<file path="src/rtl/tpg_pkg.sv">
package tpg_pkg;

  // Feedback form chosen per session
  typedef enum logic {
    FB_EXTERNAL = 1'b0,
    FB_INTERNAL = 1'b1
  } fb_form_e;

  // Session sequencing
  typedef enum logic [1:0] {
    SEQ_IDLE = 2'd0,
    SEQ_RUN  = 2'd1,
    SEQ_DONE = 2'd2
  } seq_state_e;

endpackage

</file>
<file path="src/rtl/tpg_cfg.sv">
module tpg_cfg
  import tpg_pkg::*;
#(
  parameter int WIDTH = 8
) (
  input  logic             clk,
  input  logic             rst_n,
  input  logic             cap_i,
  input  logic [WIDTH-1:0] taps_i,
  input  logic             form_i,
  input  logic             exh_i,
  output logic [WIDTH-1:0] taps_o,
  output fb_form_e         form_o,
  output logic             exh_o
);

  localparam logic [WIDTH-1:0] TOP_COEF = {1'b1, {(WIDTH-1){1'b0}}};

  logic [WIDTH-1:0] taps_q;
  fb_form_e         form_q;
  logic             exh_q;

  always_ff @(posedge clk) begin
    if (!rst_n) begin
      taps_q <= TOP_COEF;
      form_q <= FB_EXTERNAL;
      exh_q  <= 1'b0;
    end else if (cap_i) begin
      taps_q <= taps_i | TOP_COEF;
      form_q <= fb_form_e'(form_i);
      exh_q  <= exh_i;
    end
  end

  assign taps_o = taps_q;
  assign form_o = form_q;
  assign exh_o  = exh_q;

endmodule

</file>
<file path="src/rtl/tpg_step.sv">
module tpg_step
  import tpg_pkg::*;
#(
  parameter int WIDTH = 8
) (
  input  logic [WIDTH-1:0] state_i,
  input  logic [WIDTH-1:0] taps_i,
  input  fb_form_e         form_i,
  input  logic             exh_i,
  output logic [WIDTH-1:0] next_o,
  output logic             head_zero_o,
  output logic             fb_o
);

  // Stage k lives at state_i[WIDTH-k]; coefficient C_k at taps_i[k-1].
  logic [WIDTH-1:0] tap_terms;
  logic             fb_ext;
  logic             fb_raw;
  logic             is_int;

  genvar k;
  generate
    for (k = 1; k <= WIDTH; k++) begin : g_terms
      assign tap_terms[k-1] = taps_i[k-1] & state_i[WIDTH-k];
    end
  endgenerate

  function automatic logic parity(input logic [WIDTH-1:0] v);
    return ^v;
  endfunction

  assign fb_ext      = parity(tap_terms);
  assign is_int      = (form_i == FB_INTERNAL);
  assign fb_raw      = is_int ? state_i[0] : fb_ext;
  assign head_zero_o = ~|state_i[WIDTH-1:1];
  // Splicing in the all-zero vector: flip feedback when stages 1..n-1 are clear
  assign fb_o        = fb_raw ^ (exh_i & head_zero_o);

  assign next_o[WIDTH-1] = fb_o;
  generate
    for (k = 1; k < WIDTH; k++) begin : g_shift
      assign next_o[WIDTH-1-k] = state_i[WIDTH-k] ^ (is_int & taps_i[k-1] & fb_o);
    end
  endgenerate

endmodule

</file>
<file path="src/rtl/tpg_count.sv">
module tpg_count
  import tpg_pkg::*;
#(
  parameter int CNT_W = 32
) (
  input  logic             clk,
  input  logic             rst_n,
  input  logic             load_i,
  input  logic [CNT_W-1:0] count_i,
  input  logic             start_i,
  output logic             cap_o,
  output logic             adv_o,
  output logic             busy_o,
  output logic             done_o
);

  localparam logic [CNT_W-1:0] ONE = CNT_W'(1);

  seq_state_e       seq_q;
  logic [CNT_W-1:0] cnt_q;

  assign busy_o = (seq_q == SEQ_RUN);
  assign cap_o  = load_i & ~busy_o;
  assign adv_o  = busy_o;
  assign done_o = (seq_q == SEQ_DONE);

  always_ff @(posedge clk) begin
    if (!rst_n) begin
      seq_q <= SEQ_IDLE;
      cnt_q <= '0;
    end else begin
      unique case (seq_q)
        SEQ_IDLE: begin
          if (load_i) begin
            cnt_q <= count_i;
          end else if (start_i) begin
            seq_q <= (cnt_q == '0) ? SEQ_DONE : SEQ_RUN;
          end
        end
        SEQ_RUN: begin
          cnt_q <= cnt_q - ONE;
          if (cnt_q == ONE) seq_q <= SEQ_DONE;
        end
        SEQ_DONE: begin
          if (load_i) begin
            cnt_q <= count_i;
            seq_q <= SEQ_IDLE;
          end
        end
        default: seq_q <= SEQ_IDLE;
      endcase
    end
  end

  // each running cycle consumes one pattern from the count
  a_r8_count_step: assert property (@(posedge clk) disable iff (!rst_n)
    busy_o |=> (cnt_q == $past(cnt_q) - ONE));

  // done stays up until a load arrives
  a_r8_done_hold: assert property (@(posedge clk) disable iff (!rst_n)
    (done_o && !load_i) |=> done_o);

  // a start on an empty count goes straight to done
  a_r9_zero_count: assert property (@(posedge clk) disable iff (!rst_n)
    ((seq_q == SEQ_IDLE) && !load_i && start_i && (cnt_q == '0)) |=> (done_o && !busy_o));

endmodule

</file>
<file path="src/rtl/tpg_lfsr_gen.sv">
module tpg_lfsr_gen
  import tpg_pkg::*;
#(
  parameter int WIDTH = 8,
  parameter int CNT_W = 32
) (
  input  logic             clk,
  input  logic             rst_n,
  input  logic             load_i,
  input  logic [WIDTH-1:0] seed_i,
  input  logic [WIDTH-1:0] taps_i,
  input  logic             form_i,
  input  logic             exh_i,
  input  logic [CNT_W-1:0] count_i,
  input  logic             start_i,
  output logic [WIDTH-1:0] pattern_o,
  output logic             serial_o,
  output logic             done_o
);

  localparam logic [WIDTH-1:0] LSB_ONLY = {{(WIDTH-1){1'b0}}, 1'b1};

  logic             cap;
  logic             adv;
  logic             busy;
  logic [WIDTH-1:0] taps_q;
  fb_form_e         form_q;
  logic             exh_q;
  logic [WIDTH-1:0] state_q;
  logic [WIDTH-1:0] state_nxt;
  logic             head_zero;
  logic             fb_bit;

  // An all-zero seed would lock a pseudorandom run; exhaustive mode allows it.
  function automatic logic [WIDTH-1:0] legal_seed(input logic [WIDTH-1:0] s,
                                                  input logic exh);
    return ((s == '0) && !exh) ? LSB_ONLY : s;
  endfunction

  tpg_count #(.CNT_W(CNT_W)) u_count (
    .clk     (clk),
    .rst_n   (rst_n),
    .load_i  (load_i),
    .count_i (count_i),
    .start_i (start_i),
    .cap_o   (cap),
    .adv_o   (adv),
    .busy_o  (busy),
    .done_o  (done_o)
  );

  tpg_cfg #(.WIDTH(WIDTH)) u_cfg (
    .clk    (clk),
    .rst_n  (rst_n),
    .cap_i  (cap),
    .taps_i (taps_i),
    .form_i (form_i),
    .exh_i  (exh_i),
    .taps_o (taps_q),
    .form_o (form_q),
    .exh_o  (exh_q)
  );

  tpg_step #(.WIDTH(WIDTH)) u_step (
    .state_i     (state_q),
    .taps_i      (taps_q),
    .form_i      (form_q),
    .exh_i       (exh_q),
    .next_o      (state_nxt),
    .head_zero_o (head_zero),
    .fb_o        (fb_bit)
  );

  always_ff @(posedge clk) begin
    if (!rst_n) begin
      state_q <= LSB_ONLY;
    end else if (cap) begin
      state_q <= legal_seed(seed_i, exh_i);
    end else if (adv) begin
      state_q <= state_nxt;
    end
  end

  assign pattern_o = state_q;
  assign serial_o  = state_q[0];

  // an accepted nonzero seed appears on the pattern output
  a_r2_seed_visible: assert property (@(posedge clk) disable iff (!rst_n)
    (cap && (seed_i != '0)) |=> (pattern_o == $past(seed_i)));

  // the external form shifts stage k into stage k+1
  a_r4_ext_shift: assert property (@(posedge clk) disable iff (!rst_n)
    (adv && (form_q == FB_EXTERNAL)) |=> (pattern_o[WIDTH-2:0] == $past(pattern_o[WIDTH-1:1])));

  // the internal form loads stage 1 from the last stage
  a_r5_int_wrap: assert property (@(posedge clk) disable iff (!rst_n)
    (adv && (form_q == FB_INTERNAL) && !(exh_q && head_zero)) |=> (pattern_o[WIDTH-1] == $past(pattern_o[0])));

  // a pseudorandom run never reaches the all-zero vector
  a_r6_no_lockup: assert property (@(posedge clk) disable iff (!rst_n)
    (adv && !exh_q) |=> (pattern_o != '0));

  // exhaustive mode enters all-zero from the lsb-only vector
  a_r7_zero_entry: assert property (@(posedge clk) disable iff (!rst_n)
    (adv && exh_q && (pattern_o == LSB_ONLY)) |=> (pattern_o == '0));

  // and leaves all-zero with stage 1 set
  a_r7_zero_exit: assert property (@(posedge clk) disable iff (!rst_n)
    (adv && exh_q && (pattern_o == '0)) |=> (pattern_o[WIDTH-1] && fb_bit == $past(fb_bit) ? 1'b1 : pattern_o[WIDTH-1]));

  // a load during a run leaves the session configuration alone
  a_r10_load_ignored: assert property (@(posedge clk) disable iff (!rst_n)
    (busy && load_i) |=> ($stable(taps_q) && $stable(form_q) && $stable(exh_q)));

endmodule

</file>
<file path="config.mk">
export PLATFORM = sky130hd
export DESIGN_NAME = tpg_lfsr_gen
export DESIGN_NICKNAME = d
export VERILOG_FILES = /design/src/rtl/tpg_pkg.sv /design/src/rtl/tpg_cfg.sv /design/src/rtl/tpg_step.sv /design/src/rtl/tpg_count.sv /design/src/rtl/tpg_lfsr_gen.sv
export SDC_FILE = /design/constraint.sdc
export NUM_CORES = 1
export LEC_CHECK = 0
export CAP_MARGIN = 25
export CORE_UTILIZATION = 52
export DETAILED_ROUTE_END_ITERATION = 12
export HOLD_SLACK_MARGIN = 0.06
export PLACE_DENSITY_LB_ADDON = 0.05
export SLEW_MARGIN = 5
export SYNTH_ARGS = -nofsm -noshare
export SYNTH_HDL_FRONTEND = slang
export SYNTH_SLANG_ARGS = --single-unit
</file>
<file path="constraint.sdc">
create_clock -name clk -period 2.8 [get_ports clk]
set_input_delay 0.56 -clock clk [delete_from_list [all_inputs] [get_ports clk]]
set_output_delay 0.56 -clock clk [all_outputs]
set_load 0.01 [all_outputs]
</file>
[Word level (Yosys, flattened, before mapping)]
Cells that the tools add are included.
W data, S select, Z words.
Word-level totals
  flip-flop bits (word level): 51
  word-level logic and storage cells: 72
  output and inout port bits: 10
  input bits: 54
Cells by class
  reductions and logical operators: 13
  $add $sub $neg: 1
  equal/unequal tests: 8
  bitwise operators: 32
  mux-type cells: 12
Operators with widths (count)
  $pmux W32 S2: 1
  $eq A32 B1 Y1 const B: 1
  $logic_not A32 Y1: 1
  $mux W32: 1
  $sub A32 B1 Y32 const B: 1
  $mux W8: 3
  $and A1 B1 Y1: 23
  $mux W2: 5
  $logic_not A8 Y1: 1
  $ne A2 B2 Y1 const B: 4
  $reduce_xor A8 Y1: 1
  $xor A1 B1 Y1: 8
  $reduce_or A7 Y1: 1
  $pmux W2 S3: 1
  $reduce_and A4 Y1: 1
  $reduce_bool A2 Y1: 2
  $eq A2 B1 Y1 const B: 1
  $eq A2 B2 Y1 const B: 1
  $logic_not A1 Y1: 2
  $logic_not A2 Y1: 1
  $ne A2 B1 Y1 const B: 1
  $reduce_and A2 Y1: 1
  $reduce_or A2 Y1: 1
  $logic_and A1 B1 Y1: 1
  other kinds (2): 2

[Depth between registers and ports, before layout]
Gate-level depths: netlist of run 1.
  depth in word-level cells: 8
  mapped depth: 7
  gate-level depth less buffers: 7

[Cells and area by module]
From an unflattened synthesis of run 1, not the netlist that was laid out.
Second synthesis, totals
  cell total of the unflattened synthesis: 401
  area total of the unflattened synthesis: 3226.8 um^2
By module, submodules not included
  tpg_count: cells an instance 284, times used 1, area each 2165.8 um^2, sequential area each 680.7 um^2
  tpg_lfsr_gen: cells an instance 48, times used 1, area each 430.4 um^2, sequential area each 160.2 um^2
  tpg_cfg: cells an instance 30, times used 1, area each 349.1 um^2, sequential area each 180.2 um^2
  tpg_step: cells an instance 39, times used 1, area each 281.5 um^2, sequential area each 0.0 um^2

[Worst setup path before layout of run 1]
Ideal clock, no wire load.
  path type: register to register
  start: reg u_count.cnt_q[18]
  end: reg u_count.cnt_q[29]
  buffers on the path: 1
  cell stages (with the launch flop): 7
  clock period less this slack: 2196 ps
  data required time: 2665 ps
  arrival time: 2061 ps
  setup slack: 604 ps
  setup time: 135 ps
  cells stage by stage: dfxtp_1 -> or4_4 -> or4_1 -> buf_4 -> nor4b_2 -> a41o_1 -> a31oi_1
On the way
  word-level cells in the longest chain between the ends: 2
RTL lines
  start, declared: RTL line tpg_count.sv:20  | logic [CNT_W-1:0] cnt_q;
  start signal, assigned: RTL line tpg_count.sv:35  | cnt_q <= count_i;
  start signal, assigned: RTL line tpg_count.sv:41  | cnt_q <= cnt_q - ONE;
  start signal, assigned: RTL line tpg_count.sv:46  | cnt_q <= count_i;
  $sub A32 B1 Y32: RTL line tpg_count.sv:41
  $pmux W32 S2: RTL line tpg_count.sv:32  | unique case (seq_q)
No other way between the ends.
A chain may end at the register's enable or synchronous reset.

[Final worst setup path of run 1]
  start: reg u_count.cnt_q[18]
  end: reg u_count.seq_q[0]
On the way
  word-level cells in the longest chain between the ends: 5
  elaborated cells on any way between the ends: 8
  classes of those cells: eq/ne: 2; mux: 4; reduce/logical: 2
RTL lines
  $logic_not A32 Y1: RTL line tpg_count.sv:37  | seq_q <= (cnt_q == '0) ? SEQ_DONE : SEQ_RUN;
  $mux W2: RTL line tpg_count.sv:37
  $mux W2: RTL line tpg_count.sv:36  | end else if (start_i) begin
  $mux W2: RTL line tpg_count.sv:34  | if (load_i) begin
  $pmux W2 S3: RTL line tpg_count.sv:32
  end signal, assigned: RTL line tpg_count.sv:37
  end, declared: RTL line tpg_count.sv:19  | seq_state_e seq_q;
Several ways; a longest one is shown, not always the timed one. The select of a mux whose other input is x is not followed.

==> key figures, run 1 <==
Run status
  • Status: completed

Drt
  • Routed vias: 3100
  • Wire per inst: around 16 um
  • First-pass DRT Iterations: 4
  • DRC: 0
  • Via-to-Cell Ratio: 5.95
  • Starting DRC count in detailed routing: 161
  • Final wirelength: 8190 um
  • Final ANT Viol Nets: 0

Worst setup path
  • Arr. time, crit path: about 2.7 ns
  • Worst-path fanout max: 7
  • CP endpoint kind: flop
  • CP required: 3.02 ns
  • WS Path Type: reg2reg
  • R2R Setup Slk: roughly 0.3 ns
  • Startpoint Class: flop

Logic synthesis
  • Unique cell type count in the Yosys netlist: 57
  • Syn Nets: 448
  • FF+latch count, synth: a little over 50
  • Mapped Cells: about 400
  • Avg Synthesized Cell Area: 8.30 um^2
  • Main flop type after synthesis: dfxtp_1
  • Ys Warns: 0
  • Most frequent cells after synthesis: 51 x dfxtp_1, 42 x nand2_1, 30 x a21oi_1, 23 x clkbuf_1, 23 x nand3_1
  • Most frequent cell after synthesis: dfxtp_1
  • Post-synth top area cell: dfxtp_1
  • Number of synthesized flops with an enable pin: 0
  • Async S/R FF share, synth: 0%
  • Synth area leaders: dfxtp_1 31%, mux2i_1 5.9%, nand2_1 4.9%
  • Top cell type's share of synthesized area: 31.5%
  • Seq/Total Area, Yosys: 31.5%
  • Post-Syn Area: 3240 um^2

Floorplan
  • Initial core utilization: between 50% and 60%
  • Core area: 5960 um^2
  • Row count: 28
  • Die Wd: roughly 81 um
  • Die height: 81.0 um
  • Die area: between 6000 and 7000 um^2
  • IO Count: 64

Power and ir drop
  • Worst VDD drop: 0.278 mV
  • PD cells: 485 nW/um^2
  • P_leak: around 1.4 nW

GRT
  • Tot GR Track Use: 26.3%
  • Global-route wire length before repair: roughly 13000 um
  • Largest net degree at the start of global routing: 31
  • Antenna violations before repair: 0
  • GRT overflow: 0
  • Vias in the first global route: 2722

Placed design
  • GP Congestion: between 0.8 and 0.9
  • Area after DPL: 3950 um^2
  • Count of input and output buffers: 62
  • Post-DP HPWL: 5810 um

Clock tree
  • Clk sink count: 51
  • # hold bufs at CTS: 0
  • Worst-Skew Late Latency: around 0.31 ns
  • H-tree depth: 2
  • CTS tree: yes
  • Root Driver: clkbuf_8
  • Clk pin slew, worst setup/hold paths: 0.11 ns
  • Post-cts gate resize count: 0
  • Num CTS Buffers: 5
  • Postcts setup bufs: 0
  • Clock tree buffer depth: 2

STA
  • Final setup fails: 0
  • Max-slew violations: 0
  • RSZ-0062 raised after global routing: false
  • Crit path time final: 2.50 ns
  • Final hold viol count: 0
  • Relative slew slack: 57.9%
  • Fmax: 401 MHz
  • Worst-margin pin slew: 0.630 ns
  • Setup TNS: 0 ns
  • Crit share post-route: 89.1%
  • Clk_skew: 0.00961 ns

Worst hold path
  • Worst hold path type: reg2reg

Cells and area
  • Fraction of layout cells with a size suffix above 1: around an eighth
  • Diode count: 0
  • Layout net count: between 500 and 600
  • Area grow syn2layout: 24.6%
  • Final Cell Area: approximately 4000 um^2

Flow run
  • Max-cap violations: 0
[placed cells by master, fill, tap and decap left out, types with 10 or more instances in the layout]
cell type	n
nand2_1	42
buf_4	15
mux2_2	10
o21ai_0	15
mux2i_1	19
a21oi_1	30
nor4_1	11
clkdlybuf4s50_1	62
nand3_1	23
xor2_1	10
nor2_1	21
a211oi_1	10
dfxtp_1	51
nor3_1	12
[power breakdown]
group | internal [mW] | switching [mW]
Clock | 0.186 | 0.280
Sequential | 0.796 | 0.0922
Combinational | 0.303 | 0.303
Total | 1.29 | 0.675
[state kept, by name, summed over array words and instances (netlist names)]
signal,cells
u_cfg.exh_o,1
u_cfg.form_o,1
u_cfg.taps_o,7
pattern_o,8
u_count.seq_q,2
u_count.cnt_q,32
[final timing paths]
kind / from / endpoint / cells past startpoint
max reg2reg: u_count.cnt_q[18]$_SDFFE_PN0P_ / u_count.seq_q[0]$_SDFFE_PN0P_ / 5
min reg2reg: u_cfg.exh_o$_SDFFE_PN0P_ / u_cfg.exh_o$_SDFFE_PN0P_ / 2
max: u_count.cnt_q[18]$_SDFFE_PN0P_ / u_count.seq_q[0]$_SDFFE_PN0P_ / 5
min: u_cfg.exh_o$_SDFFE_PN0P_ / u_cfg.exh_o$_SDFFE_PN0P_ / 2
[cells by family (layout without fill, tap and decap cells)]
kind of cell    Yosys count  count (layout)  synth area share, %
simple gates            153             153                 26.9
compound gates           99              99                 20.6
mux                      29              29                 9.33
fa+ha+maj                 3               3                 1.16
flops                    51              51                 31.5
buf+inv                  38              93                 4.90
xor+xnor                 18              18                 5.71
[layer usage]
metal | vias to the layer above | share of wire, % | GRT usage [%]
met5 | - | 0 | 0
met4 | 0 | 0.32 | 5.89
met3 | 2 | 5.8 | 4.27
met2 | 79 | 46 | 40.8
met1 | 1443 | 47 | 38.0
li1 | 1576 | - | -
[cell type report]
cell class / instances / area (um^2)
multi-input cells: 302 / 2070
fillers: 525 / 1910
flip-flops and latches: 51 / 1020
repair buffers: 77 / 733
well taps: 75 / 93.8
clock buffers: 5 / 68.8
inverters: 8 / 30.0
clock inverters: 3 / 26.3
[stage by stage]
| stage | cells | setup slack, ns | total power, mW | util, % | hold WS, ns |
|---|---|---|---|---|---|
| after CTS | 521 | 0.323 | 1.97 | 67.9 | 0.470 |
| after detailed placement | 513 | 0.338 | 1.51 | 66.3 | 0.453 |
| after global placement | 513 | 0.358 | 1.49 | 66.3 | 0.441 |
| after global routing | 521 | 0.185 | 2.08 | 67.9 | 0.493 |
| final | 521 | 0.304 | 1.96 | 67.9 | 0.472 |
| after floorplan | 391 | 0.604 | 1.29 | - | 0.432 |
[worst max-delay path, cell delays in order, from the launching register on]
cell and delay, ns:
dfxtp_1 0.38, or4_4 0.58, or4_1 0.62, nor4_2 0.48, a211oi_1 0.13, a31o_1 0.21
Note: power is estimated with default switching activity, not from simulation.
==> inputs of run 2 (changes only) <==
Settings changed: CAP_MARGIN 25 to not set, CORE_MARGIN set to 5.
==> run 2 against run 1 <==
Effect of this change:
- sequential power hardly changed
- highest routed layer unchanged
- largest cell class unchanged
- combinational power hardly changed
- sequential share of layout area is 0.11 points lower
- critical endpoint unchanged
- sequential cell count stayed put
==> key figures, run 2 (synthesis results as in run 1) <==
Cells and area
  • Largest Register: u_count.cnt_q
  • Fraction of layout cells with a size suffix above 1: between 10% and 20%
  • Fin util: 67.8%
  • Most frequent cells in the layout: 62 x clkdlybuf4s50_1, 51 x dfxtp_1, 42 x nand2_1
  • Multi-input gate area: between 2000 and 2500 um^2
  • Seq. cell area: 1020 um^2
  • Max reg flops: 32
  • Filler instances: 542
  • Diode count: 0
  • Layout net count: 502
  • Area grow syn2layout: 25.1%
  • Most common cell after layout, fill and taps aside: clkdlybuf4s50_1

Floorplan
  • Die Wd: 89.0 um
  • Core area: 5990 um^2
  • Initial core utilization: 54.2%
  • IO Count: 64
  • Die height: 89.0 um
  • Row count: 28
  • Die area: 7920 um^2

STA
  • Final setup fails: 0
  • Crit share post-route: 87.5%
  • Setup TNS: 0 ns
  • Setup ws final: 0.349 ns
  • Worst hold margin: 0.469 ns
  • Relative slew slack: 67.1%
  • Clk_skew: between 0.01 and 0.015 ns
  • Max-slew violations: 0
  • Final hold viol count: 0
  • RSZ-0062 raised after global routing: false
  • Worst-margin pin slew: just under 0.5 ns
  • Fmax: 408 MHz
  • Crit path time final: 2.45 ns

Clock tree
  • # hold bufs at CTS: 0
  • Num CTS Buffers: 5
  • Postcts setup bufs: 0
  • Worst-Skew Late Latency: 0.31 ns
  • Root Driver: clkbuf_8
  • H-tree depth: 2
  • Clk sink count: 51
  • Clk pin slew, worst setup/hold paths: 0.10 ns
  • CTS tree: yes
  • Post-cts gate resize count: 0
  • Clock tree buffer depth: 2

Power and ir drop
  • PD cells: 497 nW/um^2
  • Overall power: 2.02 mW
  • Worst VDD drop: roughly 0.33 mV
  • P_leak: 1.44 nW

Worst setup path
  • CP endpoint kind: flop
  • R2R Setup Slk: 0.35 ns
  • WS Path Type: reg2reg
  • CP bufs+invs: 0
  • Worst r2r src: u_count.cnt_q[18]$_SDFFE_PN0P_
  • Worst-path fanout max: 7
  • Slowest cell delay on critical path: 0.63 ns
  • Startpoint Class: flop
  • Reg2Reg Depth: 5
  • Arr. time, crit path: 2.66 ns
  • CP cell instances: or4_4, or4_1, nor4_2, a211oi_1, a31o_1
  • CP required: 3.01 ns
  • Reg2reg end: u_count.seq_q[0]$_SDFFE_PN0P_
  • Critical-path top delay cell: or4_1
  • Crit-path leading delay family: simple AND/OR/NAND/NOR gates

Drt
  • Final ANT Viol Nets: 0
  • Routed vias: 3112
  • DRC: 0
  • Final wirelength: 8430 um
  • First-pass DRT Iterations: 4
  • Starting DRC count in detailed routing: 217
  • Wire per inst: 16.2 um
  • Via-to-Cell Ratio: 5.97

Run status
  • Status: completed

GRT
  • Largest net degree at the start of global routing: 29
  • Tot GR Track Use: between 20% and 30%
  • GRT overflow: 0
  • Global-route wire length before repair: 13900 um
  • Vias in the first global route: between 2000 and 3000
  • Antenna violations before repair: 0

Placed design
  • GP Congestion: 0.850
  • Post-Place Setup Slack: 0.358 ns
  • Post-DP HPWL: about 6000 um
  • Count of input and output buffers: 62

Flow run
  • Max-cap violations: 0

Worst hold path
  • Hold path depth: 2
  • Hold worst-path end: u_cfg.exh_o$_SDFFE_PN0P_
  • Worst hold path type: reg2reg
  • Hold_sp: u_cfg.exh_o$_SDFFE_PN0P_
[run 2: cell count changes in the layout (fill, tap and decap cells not counted)]
cell	change
clkinv_2	+1
clkinv_4	+1
bufinv_16	+1
inv_6	-3
[run 2: worst register-to-register path, cell delays in order, from the launching register on]
cell and delay, ns:
dfxtp_1 0.38, or4_4 0.57, or4_1 0.63, nor4_2 0.44
a211oi_1 0.13, a31o_1 0.20
[run 2: worst max-delay path by stage]
stage / end / slack, ns / depth (start not counted) / startpoint
after global placement: pattern_o[7]$_SDFFE_PN0P_ / 0.35 / 5 / rst_n
after floorplan: u_count.cnt_q[29]$_SDFFE_PN0P_ / 0.60 / 6 / u_count.cnt_q[18]$_SDFFE_PN0P_
final: u_count.seq_q[0]$_SDFFE_PN0P_ / 0.35 / 5 / u_count.cnt_q[18]$_SDFFE_PN0P_
after CTS: u_count.seq_q[0]$_SDFFE_PN0P_ / 0.34 / 5 / u_count.cnt_q[18]$_SDFFE_PN0P_
after global routing: u_count.seq_q[1]$_SDFFE_PN0P_ / 0.26 / 5 / u_count.cnt_q[18]$_SDFFE_PN0P_
after detailed placement: u_count.seq_q[0]$_SDFFE_PN0P_ / 0.36 / 5 / u_count.cnt_q[18]$_SDFFE_PN0P_
[run 2: cell type report]
cell class              instances  area share (%)
clock buffers                   5            1.69
clock inverters                 3            1.08
inverters                       8           0.740
multi-input cells             302            51.0
flip-flops and latches         51            25.1
well taps                      75            2.31
repair buffers                 77            18.1
[run 2: through the flow]
| step | std cells | instance area (um^2) |
|---|---|---|
| 3_5_place_dp | 513 | 3950 |
| 5_1_grt | 521 | 4060 |
| 3_3_place_gp | 513 | 3950 |
| 4_1_cts | 521 | 4060 |
| 2_1_floorplan | 391 | 3240 |
| 6_report | 521 | 4060 |
[run 2: report_power, final]
part           leakage (nW)  total, mW  internal (mW)  switching (mW)
Sequential            0.422      0.889          0.796          0.0933
Combinational         0.964      0.605          0.302           0.303
Clock                0.0581      0.524          0.267           0.258
Total                  1.44       2.02           1.36           0.654
[run 2: layer usage]
layer | global-route usage (%) | part of all wire, %
met1 | 31.3 | 46
met2 | 34.3 | 45
met3 | 3.32 | 7.8
met4 | 6.63 | 1.0
met5 | 0 | 0
==> inputs of run 3 (changes only) <==
Settings changed: PLACE_DENSITY set to 0.8, PLACE_DENSITY_LB_ADDON 0.05 to not set.
==> run 3 against run 2 <==
Effect of this change:
- global-route usage is 1.2 points higher
- worst setup slack worse by 0.083 ns
- maximum frequency is 3.3% lower
- critical path depth stayed put
- combinational power hardly changed
- worst hold slack better by 0.016 ns
- critical path type unchanged
- sequential share of layout area is 0.16 points higher
==> key figures, run 3 (synthesis results as in run 1) <==
Worst setup path
  • WS Path Type: reg2reg
  • Reg2reg end: u_count.seq_q[0]$_SDFFE_PN0P_
  • Slowest cell delay on critical path: between 0.6 and 0.7 ns
  • Startpoint Class: flop
  • Worst r2r src: u_count.cnt_q[18]$_SDFFE_PN0P_
  • R2R Setup Slk: between 0.2 and 0.3 ns
  • CP required: roughly 3 ns
  • CP endpoint kind: flop
  • Arr. time, crit path: 2.74 ns
  • Reg2Reg Depth: 5
  • CP cell instances: or4_4, or4_1, nor4_2, a211oi_1, a31o_1
  • Critical-path top delay cell: or4_1
  • Worst-path fanout max: 7

Cells and area
  • Filler instances: 523
  • Max reg flops: 32
  • Fraction of layout cells with a size suffix above 1: 11.1%
  • Most frequent cells in the layout: 62 x clkdlybuf4s50_1, 51 x dfxtp_1, 42 x nand2_1
  • Area grow syn2layout: 24.4%
  • Multi-input gate area: 2070 um^2
  • Largest Register: u_count.cnt_q
  • Most common cell after layout, fill and taps aside: clkdlybuf4s50_1
  • Diode count: 0
  • Layout net count: 498
  • Seq. cell area: 1020 um^2

Clock tree
  • # hold bufs at CTS: 0
  • Root Driver: clkbuf_8
  • Clock tree buffer depth: 2
  • Clk pin slew, worst setup/hold paths: about 0.09 ns
  • Num CTS Buffers: 5
  • Clk sink count: 51
  • Worst-Skew Late Latency: just over 0.3 ns
  • Postcts setup bufs: 0
  • H-tree depth: 2
  • Post-cts gate resize count: 0
  • CTS tree: yes

Drt
  • Final ANT Viol Nets: 0
  • Final wirelength: just under 9000 um
  • First-pass DRT Iterations: 5
  • Via-to-Cell Ratio: 6.15
  • Routed wire length on met2: between 4000 and 5000 um
  • Highest Signal Layer: met4
  • Routed vias: 3181
  • WL met1: 3990 um
  • Starting DRC count in detailed routing: 290
  • DRC: 0
  • Wire per inst: 17.1 um
  • Metal3 WL: 543 um

STA
  • Relative slew slack: 59.9%
  • Crit share post-route: 90.5%
  • Worst-margin pin slew: roughly 0.6 ns
  • Fmax: 395 MHz
  • Final hold viol count: 0
  • Max-slew violations: 0
  • Final setup fails: 0
  • Setup TNS: 0 ns
  • Crit path time final: 2.53 ns
  • Clk_skew: 0.0143 ns
  • RSZ-0062 raised after global routing: false

GRT
  • Global-route wire length before repair: between 10000 and 15000 um
  • GRT overflow: 0
  • Tot GR Track Use: ~23%
  • Largest net degree at the start of global routing: 35
  • Antenna violations before repair: 0
  • Vias in the first global route: 3069

Power and ir drop
  • Worst VDD drop: 0.312 mV
  • P_leak: ~1.4 nW
  • Overall power: 2.03 mW
  • PD cells: 504 nW/um^2

Worst hold path
  • Hold worst-path end: u_cfg.exh_o$_SDFFE_PN0P_
  • Hold_sp: u_cfg.exh_o$_SDFFE_PN0P_
  • Worst hold path type: reg2reg
  • Hold path depth: 2

Floorplan
  • Core area: 5990 um^2
  • Die area: 7920 um^2
  • Initial core utilization: around 54%
  • Die Wd: 89.0 um
  • Die height: 89.0 um
  • IO Count: 64
  • Row count: 28

Placed design
  • GP Congestion: about 0.9
  • Count of input and output buffers: 62
  • Post-DP HPWL: 6200 um

Run status
  • Status: completed

Flow run
  • Max-cap violations: 0
## run 3: power breakdown
group          leakage (nW)  internal (mW)  switching (mW)
Combinational         0.944          0.296           0.309
Clock                0.0612          0.290           0.249
Sequential            0.422          0.796          0.0959
## run 3: how the worst max path moves through the flow
stage                                               from                        endpoint  slack, ns  cells after the start
after floorplan           u_count.cnt_q[18]$_SDFFE_PN0P_  u_count.cnt_q[29]$_SDFFE_PN0P_       0.60                      6
after global placement    u_count.cnt_q[18]$_SDFFE_PN0P_   u_count.seq_q[0]$_SDFFE_PN0P_       0.34                      5
after detailed placement  u_count.cnt_q[18]$_SDFFE_PN0P_   u_count.seq_q[0]$_SDFFE_PN0P_       0.29                      5
after CTS                 u_count.cnt_q[18]$_SDFFE_PN0P_   u_count.seq_q[0]$_SDFFE_PN0P_       0.27                      5
after global routing      u_count.cnt_q[18]$_SDFFE_PN0P_   u_count.seq_q[1]$_SDFFE_PN0P_       0.15                      5
final                     u_count.cnt_q[18]$_SDFFE_PN0P_   u_count.seq_q[0]$_SDFFE_PN0P_       0.27                      5
## run 3: per-stage QoR
| step | hold WS [ns] | std cells | worst slack [ns] | utilization, % | instance area, um^2 |
|---|---|---|---|---|---|
| 5_1_grt | 0.515 | 517 | 0.151 | 67.4 | 4040 |
| 3_3_place_gp | 0.446 | 509 | 0.341 | 65.4 | 3920 |
| 4_1_cts | 0.483 | 517 | 0.273 | 67.4 | 4040 |
| 3_5_place_dp | 0.468 | 509 | 0.290 | 65.4 | 3920 |
| 6_report | 0.485 | 517 | 0.266 | 67.4 | 4040 |
| 2_1_floorplan | 0.432 | 391 | 0.604 | - | 3240 |
## run 3: routing by layer
metal	GRT usage (%)	vias up
li1	-	1562
met5	0	-
met4	6.09	0
met2	37.1	113
met3	3.32	10
met1	32.6	1496
## run 3: layout make-up
type,instances,share of cell area (%)
Timing Repair Buffer,73,17.4
Clock inverter,2,0.868
Sequential cell,51,25.3
Multi-Input combinational cell,302,51.3
Clock buffer,6,2.05
Tap cell,75,2.33
Inverter,8,0.744
## run 3: worst max-delay path: cells and delay by family, from the launching register on
family          cells  cell delay, ns
flops               1            0.37
simple gates        3            1.72
compound gates      2            0.35
